`src/rtl/vaseq_pkg.sv`:
```
package vaseq_pkg;

  typedef enum logic [1:0] {
    AM_UNIT     = 2'd0,
    AM_STRIDE   = 2'd1,
    AM_INDEX    = 2'd2,
    AM_INDEX_B  = 2'd3
  } addrMode_e;

  typedef struct packed {
    logic load;
    logic advance;
  } seqStrobe_t;

endpackage

```
`src/rtl/vaseq_datapath.sv`:
```
module vaseq_datapath
  import vaseq_pkg::*;
#(
  parameter int ADDR_W = 32,
  parameter int MAX_VL = 64,
  parameter int VL_W   = 7,
  parameter int ELEM_W = 6
) (
  input  logic              clk,
  input  logic              rstN,
  input  seqStrobe_t        strb,
  input  logic [ADDR_W-1:0] baseAddr,
  input  logic [ADDR_W-1:0] stride,
  input  logic [1:0]        addrMode,
  input  logic [1:0]        elemWidth,
  input  logic [VL_W-1:0]   vecLen,
  input  logic [ADDR_W-1:0] idxOffset,
  output logic [ADDR_W-1:0] addrOut,
  output logic [ELEM_W-1:0] elemOut,
  output logic              lastOut,
  output logic              lenZero,
  output logic              indexed
);

  localparam logic [VL_W-1:0] VL_CAP = VL_W'(MAX_VL);

  logic [ADDR_W-1:0] baseQ, strideQ, accQ, stepSize;
  addrMode_e         modeQ;
  logic [1:0]        widthQ;
  logic [VL_W-1:0]   vlQ, vlClamped;
  logic [ELEM_W-1:0] elemQ;

  assign vlClamped = (vecLen > VL_CAP) ? VL_CAP : vecLen;
  assign lenZero   = (vecLen == '0);

  always_ff @(posedge clk or negedge rstN) begin
    if (!rstN) begin
      baseQ   <= '0;
      strideQ <= '0;
      modeQ   <= AM_UNIT;
      widthQ  <= '0;
      vlQ     <= '0;
      elemQ   <= '0;
      accQ    <= '0;
    end else if (strb.load) begin
      baseQ   <= baseAddr;
      strideQ <= stride;
      modeQ   <= addrMode_e'(addrMode);
      widthQ  <= elemWidth;
      vlQ     <= vlClamped;
      elemQ   <= '0;
      accQ    <= baseAddr;
    end else if (strb.advance) begin
      elemQ   <= elemQ + ELEM_W'(1);
      accQ    <= accQ + stepSize;
    end
  end

  always_comb begin
    case (modeQ)
      AM_STRIDE: stepSize = strideQ;
      default:   stepSize = ADDR_W'(1) << widthQ;
    endcase
  end

  assign indexed = modeQ[1];
  assign addrOut = indexed ? (baseQ + idxOffset) : accQ;
  assign elemOut = elemQ;
  assign lastOut = ((VL_W'(elemQ) + VL_W'(1)) == vlQ);

endmodule

```
`src/rtl/vaseq_ctrl.sv`:
```
module vaseq_ctrl
  import vaseq_pkg::*;
(
  input  logic       clk,
  input  logic       rstN,
  input  logic       start,
  input  logic       lenZero,
  input  logic       indexed,
  input  logic       lastIn,
  input  logic       idxValid,
  input  logic       reqReady,
  output seqStrobe_t strb,
  output logic       reqValid,
  output logic       idxReady,
  output logic       busy,
  output logic       done
);

  typedef enum logic {ST_IDLE, ST_RUN} seqState_e;

  seqState_e stateQ, stateD;
  logic      accept, doneD;

  assign busy     = (stateQ == ST_RUN);
  assign reqValid = busy && (!indexed || idxValid);
  assign idxReady = busy && indexed && reqReady;
  assign accept   = reqValid && reqReady;

  always_comb begin
    strb.load    = (stateQ == ST_IDLE) && start;
    strb.advance = accept;
  end

  always_comb begin
    stateD = stateQ;
    doneD  = 1'b0;
    case (stateQ)
      ST_IDLE: if (start) begin
        if (lenZero) doneD = 1'b1;
        else         stateD = ST_RUN;
      end
      ST_RUN: if (accept && lastIn) begin
        stateD = ST_IDLE;
        doneD  = 1'b1;
      end
      default: stateD = ST_IDLE;
    endcase
  end

  always_ff @(posedge clk or negedge rstN) begin
    if (!rstN) begin
      stateQ <= ST_IDLE;
      done   <= 1'b0;
    end else begin
      stateQ <= stateD;
      done   <= doneD;
    end
  end

endmodule

```
`src/rtl/vec_addr_seq.sv`:
```
module vec_addr_seq
  import vaseq_pkg::*;
#(
  parameter int ADDR_W = 32,
  parameter int MAX_VL = 64,
  localparam int VL_W   = $clog2(MAX_VL + 1),
  localparam int ELEM_W = (MAX_VL > 1) ? $clog2(MAX_VL) : 1
) (
  input  logic              clk,
  input  logic              rstN,
  input  logic              start,
  input  logic [ADDR_W-1:0] baseAddr,
  input  logic [ADDR_W-1:0] stride,
  input  logic [1:0]        addrMode,
  input  logic [1:0]        elemWidth,
  input  logic [VL_W-1:0]   vecLen,
  input  logic              idxValid,
  input  logic [ADDR_W-1:0] idxOffset,
  output logic              idxReady,
  output logic              reqValid,
  input  logic              reqReady,
  output logic [ADDR_W-1:0] reqAddr,
  output logic [ELEM_W-1:0] reqElem,
  output logic              reqLast,
  output logic              busy,
  output logic              done
);

  seqStrobe_t strb;
  logic       lenZero, indexed, lastFlag;

  vaseq_ctrl u_ctrl (
    .clk      (clk),
    .rstN     (rstN),
    .start    (start),
    .lenZero  (lenZero),
    .indexed  (indexed),
    .lastIn   (lastFlag),
    .idxValid (idxValid),
    .reqReady (reqReady),
    .strb     (strb),
    .reqValid (reqValid),
    .idxReady (idxReady),
    .busy     (busy),
    .done     (done)
  );

  vaseq_datapath #(
    .ADDR_W (ADDR_W),
    .MAX_VL (MAX_VL),
    .VL_W   (VL_W),
    .ELEM_W (ELEM_W)
  ) u_dp (
    .clk       (clk),
    .rstN      (rstN),
    .strb      (strb),
    .baseAddr  (baseAddr),
    .stride    (stride),
    .addrMode  (addrMode),
    .elemWidth (elemWidth),
    .vecLen    (vecLen),
    .idxOffset (idxOffset),
    .addrOut   (reqAddr),
    .elemOut   (reqElem),
    .lastOut   (lastFlag),
    .lenZero   (lenZero),
    .indexed   (indexed)
  );

  assign reqLast = lastFlag;

endmodule

```
`config.mk`:
```
export PLATFORM = sky130hd
export DESIGN_NAME = vec_addr_seq
export DESIGN_NICKNAME = d
export VERILOG_FILES = /design/src/rtl/vaseq_pkg.sv /design/src/rtl/vaseq_datapath.sv /design/src/rtl/vaseq_ctrl.sv /design/src/rtl/vec_addr_seq.sv
export SDC_FILE = /design/constraint.sdc
export NUM_CORES = 1
export LEC_CHECK = 0
export BUFFER_PORTS_ARGS = -buffer_cell sky130_fd_sc_hd__buf_2
export CAP_MARGIN = 20
export CORE_ASPECT_RATIO = 1.2
export CORE_MARGIN = 10
export CORE_UTILIZATION = 41
export DETAILED_ROUTE_END_ITERATION = 10
export RECOVER_POWER = 25
export SETUP_SLACK_MARGIN = 0.5
export SYNTH_ARGS = -nofsm -noshare
export SYNTH_HDL_FRONTEND = slang
export SYNTH_SLANG_ARGS = --single-unit
```
`constraint.sdc`:
```
create_clock -name clk -period 3.7 [get_ports clk]
set_input_delay 0.185 -clock clk [delete_from_list [all_inputs] [get_ports clk]]
set_output_delay 0.185 -clock clk [all_outputs]
set_load 0.05 [all_outputs]
```
== Yosys cells after proc, flatten, opt, wreduce, memory -nomap -nowiden ==
Cells that the tools add are included.

* Register bits: 115
* Output and inout port bits: 43
* Word-level logic and storage cells: 43

* $add $sub $neg: 4
* $lt $le $gt $ge: 1
* Equality and inequality tests: 2
* Shift operators: 1
* Mux-type cells: 15
* Bitwise operators: 1
* Reductions and logical operators: 10

{| class="wikitable"
|+ Operators with widths
! operator !! number
|-
| 32-bit 2-to-1 mux || 4
|-
| 32-bit adder || 2
|-
| 1-bit by 2-bit << shifter with 32-bit output, first input constant || 1
|-
| 6-bit 2-to-1 mux || 2
|-
| 6-bit by 1-bit adder with 7-bit output, second input constant || 1
|-
| 7-bit equality test || 1
|-
| 7-bit greater-than comparator, second input constant || 1
|-
| 7-bit logical NOT || 1
|-
| 7-bit 2-to-1 mux || 1
|-
| 6-bit by 1-bit adder with 6-bit output, second input constant || 1
|-
| 1-bit logical AND || 6
|-
| 1-bit 2-to-1 mux || 6
|-
| 1-bit one-hot mux with 2 select lines || 2
|-
| 2-bit by 1-bit equality test with 1-bit output, second input constant || 1
|-
| 2-bit nonzero test || 1
|-
| 1-bit logical NOT || 1
|-
| 1-bit logical OR || 1
|-
| 1-bit inverter || 1
|}

== Longest topological paths before layout ==
* Word-level depth: 7
* Mapped depth: 19

== Cells and area by module ==
From an unflattened synthesis, not the netlist that was laid out.

* Cells, all modules: 987
* Area, all modules: 8,803.4 um^2

{| class="wikitable"
|+ Modules (own cells, without submodules)
! module !! times used !! cells each !! area each (um^2) !! sequential area each (um^2)
|-
| vaseq_datapath || 1 || 974 || 8,680.8 || 2,827.7
|-
| vaseq_ctrl || 1 || 13 || 122.6 || 50.0
|}

== Worst setup path before layout ==
No wires, ideal clock.

* Path kind: reg-to-reg
* From: register u_dp.elemQ[0], in the netlist u_dp.elemOut[0]
* To: register u_ctrl.stateQ, in the netlist u_ctrl.busy
* Setup time: 0.121 ns
* Arrival time: 3.478 ns
* Path slack: 0.101 ns
* Cell stages (with the launch flop): 8
* Path buffers: 0
* Cell sequence: dfrtp_1 > ha_1 > nand3_1 > xor2_1 > xnor2_1 > nor4_1 > nand2_1 > a22o_1

* Cells in the longest elaborated chain, start to end: 5

{| class="wikitable"
|+ RTL lines
! element !! RTL line !! source
|-
| start: declaration || vaseq_datapath.sv:31 || <nowiki>logic [ELEM_W-1:0] elemQ;</nowiki>
|-
| start signal: assignment || vaseq_datapath.sv:54 || <nowiki>elemQ <= elemQ + ELEM_W'(1);</nowiki>
|-
| 6-bit by 1-bit adder with 7-bit output || vaseq_datapath.sv:69 || <nowiki>assign lastOut = ((VL_W'(elemQ) + VL_W'(1)) == vlQ);</nowiki>
|-
| 7-bit equality test || vaseq_datapath.sv:69 ||
|-
| net reqLast || vec_addr_seq.sv:24 || <nowiki>output logic reqLast,</nowiki>
|-
| 1-bit logical AND || vaseq_ctrl.sv:42 || <nowiki>ST_RUN: if (accept && lastIn) begin</nowiki>
|-
| 1-bit 2-to-1 mux || vaseq_ctrl.sv:42 ||
|-
| 1-bit one-hot mux with 2 select lines || vaseq_ctrl.sv:37 || <nowiki>case (stateQ)</nowiki>
|-
| net u_ctrl.stateD || vaseq_ctrl.sv:21 || <nowiki>seqState_e stateQ, stateD;</nowiki>
|-
| end signal: assignment || vaseq_ctrl.sv:55 || <nowiki>stateQ <= stateD;</nowiki>
|-
| end: declaration || vaseq_ctrl.sv:21 ||
|}

The timed path passes the listed nets, and every way through them passes these cells.
A chain may end at the register's enable or synchronous reset.

== Final worst setup path ==
* From: register u_dp.baseQ[0]
* To: output reqAddr[24]

* Cells in the longest elaborated chain, start to end: 2

{| class="wikitable"
|+ RTL lines
! element !! RTL line !! source
|-
| start: declaration || vaseq_datapath.sv:27 || <nowiki>logic [ADDR_W-1:0] baseQ, strideQ, accQ, stepSize;</nowiki>
|-
| start signal: assignment || vaseq_datapath.sv:46 || <nowiki>baseQ <= baseAddr;</nowiki>
|-
| 32-bit adder || vaseq_datapath.sv:67 || <nowiki>assign addrOut = indexed ? (baseQ + idxOffset) : accQ;</nowiki>
|-
| 32-bit 2-to-1 mux || vaseq_datapath.sv:67 ||
|-
| end: declaration || vec_addr_seq.sv:22 || <nowiki>output logic [ADDR_W-1:0] reqAddr,</nowiki>
|}

No other way between the ends.

==> impl_metrics.tcl <==
set metrics [dict create \
    cts_buffers 17 \
    fin_crit_ps 3840 \
    dieArea_um2 26200 \
    synthMuxAreaShare 0.0369 \
    row_count 56 \
    initial_core_util 0.420 \
    setup.worst_path.end_class "primary output" \
    syn_to_final_growth_pct 40.1 \
    wl_per_cell_um 16.8 \
    final_cell_mix "nand2_1 (257), buf_2 (131), dfrtp_1 (114)" \
    whs_path_depth 3 \
    syn_nets 1166 \
    slowest_delay_ps 400 \
    drt_iter0_drc 368 \
    synthDistinctLibCells 54 \
    nets 1396 \
    cpMaxStageDelayCell "a2111oi_4" \
    ir_drop_v 0.000595 \
    synth_edf_count 0 \
    setup_slack_ps -141 \
    worstSetupPathType "register to primary output" \
    min_path_type "primary input to register" \
    synth_ff_type "dfrtp_1" \
    yosys.area.top_type "dfrtp_1" \
    final_area_um2 11500 \
    critPathArrivalTime_ps 3660 \
    cts_tree "done" \
    grt_pass1_vias 8060 \
    synth_area_leaders "dfrtp_1 (35%), nand2_1 (12%), ha_1 (9.6%)" \
    critPathLaunchType "register" \
    synth-simple-area-share 0.217 \
    crit_fanout 3 \
    dp.cells 1365 \
    rr_startpoint "u_dp.modeQ[1]" \
    grt_max_degree 102 \
    yosys.area.top_type_share 0.350 \
    synth_top_family_by_area "simple AND/OR/NAND/NOR gates" \
    final_max_slew_viol_count 71 \
    io_buffer_count 154 \
    setup_viol 5 \
    powerDensity_nw_per_um2 1050 \
    synth.avg_cell_area_um2 8.32 \
    finalWeightedCongestion 0.880 \
    fmax_mhz 260 \
    clock_latency_ps 420 \
    syn_inst 989 \
    critPathLaunch "u_dp.baseQ[0]" \
    whs_ps 12.5 \
    die_w_um 149 \
    io_pins 155 \
    drtAntennaViolNets 0 \
    synth_fa_ha_area_frac 0.101 \
    antenna_found_initial 0 \
    clock_path_buffers 2 \
    hold_path.startpoint "stride[18]" \
    path_delay_family "compound AO/OA/AOI/OAI gates" \
    r2r_cells 14 \
    synthArstFlopShare 1.00 \
    die_y_um 175 \
    crit_chain "ha_4 -> inv_2 -> fa_2 -> and2b_1 -> o21ai_4 -> a2111oi_4 -> nor3_4 -> o31a_1 -> o31ai_4 -> and3_4 -> a31oi_2 -> xnor2_1 -> mux2_4 -> buf_8" \
    failed_checks "capacitance limit, slew limit, setup timing" \
    outcome "finished with violations" \
    worst_pin_slew_ps 1840 \
    first_pass_iters 6 \
    via_per_inst 5.19 \
    path_clk_slew_ps 60 \
    maxCapViolations 1 \
    fin_util 0.588 \
    fp.coreArea_um2 19600 \
    drive_gt1_frac 0.286 \
    yosysWarnings 0 \
    finalWirelength_um 25200 \
    grt_pass1_wl_um 40500 \
    worstPathRequired_ps 3510 \
    num_vias 7751 \
    crit_buf_inv 2 \
    yosysSeqAreaShare 0.350 \
    synth-seq-cells 115 \
    max_slew_margin -0.226 \
    power_leakage_nw 5.63 \
    period_share 1.04 \
    grt_usage 0.189 \
    synth_compound_area_frac 0.194 \
    rsz0062_at_grt "true" \
    dpl_cell_area_um2 9300 \
    overflow 0 \
    synth_xor_area_frac 0.0713 \
    final_cells 1493 \
    finClkSkew_ps 9.88 \
    cts_max_level 4 \
    clock_sinks 115 \
    drc 0 \
    root_buffer "clkbuf_16" \
    crit_cells 14 \
    antenna_cells 0 \
    layout_commonest_cell "nand2_1" \
    dp_hpwl_um 17900 \
    hold_violations 0 \
    syn_area_um2 8230 \
]
[Yosys cell counts (all sizes together), types with 2 or more instances]
cell / number
o21a: 6
dfrtp: 115
nor2b: 10
mux2: 27
inv: 18
a31oi: 5
o21bai: 7
and3: 11
o211ai: 13
and2: 32
xnor2: 41
ha: 63
a221oi: 2
nand3b: 6
nor2: 32
nand4: 10
o21ai: 60
fa: 2
a221o: 5
a31o: 2
nand2b: 7
nand3: 22
a21o: 36
a211oi: 7
a22oi: 21
o31ai: 4
a21oi: 60
nor3: 8
xor2: 26
buf: 3
o31a: 4
nand2: 263
nor4: 3
clkbuf: 46
[final timing paths]
kind                                    end  slack [ps]
min in group asynchronous     u_dp.baseQ[3]         790
setup reg to reg              u_dp.accQ[28]         480
hold reg to reg            u_dp.strideQ[15]         460
hold / removal             u_dp.strideQ[18]          10
setup / recovery                reqAddr[24]        -140
max in group asynchronous     u_dp.modeQ[1]        1680
[metrics by stage]
step / setup slack, ps / TNS (ps) / power [mW]
after floorplan: 485 / 0 / 7.37
after global placement: 119 / 0 / 8.80
after detailed placement: 103 / 0 / 8.86
after CTS: -232 / -790 / 11.4
after global routing: -273 / -1140 / 12.9
final: -141 / -352 / 12.1
[logic make-up (layout without fill, tap and decap cells)]
family	after synthesis	after routing
and+or+nand+nor	407	407
adders and majority gates	65	65
DFF	115	115
xor gates and xnor gates	67	67
buffers and inverters	67	310
AOI/OAI and AO/OA	241	241
muxes	27	27
[power breakdown]
group,total [mW],switching [mW],internal [mW]
clock,1.63,0.640,0.989
combinational,8.08,4.64,3.44
sequential,2.37,0.491,1.88
total,12.1,5.77,6.32
[sequential cells by signal, indices dropped and copies added (netlist names)]
name / cells
u_dp.accQ: 32
u_dp.baseQ: 32
u_dp.strideQ: 32
u_dp.vlQ: 7
u_dp.elemOut: 6
u_dp.modeQ: 2
u_dp.widthQ: 2
u_ctrl.busy: 1
u_ctrl.done: 1
[what timing repair did]
item | CTS | global route
setup endpoints to repair | 27 | 29
endpoints found under the hold margin | 126 | 0
pin swaps | 39 | 61
resized for setup | 95 | 88
cloned | 0 | 1
hold buffers | 57 | 0
setup buffers | 23 | 15
[layer usage]
layer	GRT usage	vias to the layer above	wire length, um
met3	0.0395	19	983
met4	0.0455	0	255
li1	-	3911	-
met2	0.320	141	12600
met1	0.237	3680	11400
met5	0	-	0
[worst reg2reg max path, delay by kind of cell (launching register included)]
family	cells	cell delay, ps
xor gates and xnor gates	1	130
buffers and inverters	1	160
and+or+nand+nor	2	360
DFF	1	420
adders and majority gates	1	340
AOI/OAI and AO/OA	9	1690
[area by class of cell]
type / count / area [um2]
Multi-Input combinational cell: 807 / 5670
Sequential cell: 115 / 2880
Inverter: 18 / 67.6
Fill cell: 1787 / 8090
Clock inverter: 12 / 120
Clock buffer: 20 / 467
Timing Repair Buffer: 260 / 2000
Tap cell: 261 / 327
No activity file was read; power rests on OpenSTA's default activity.
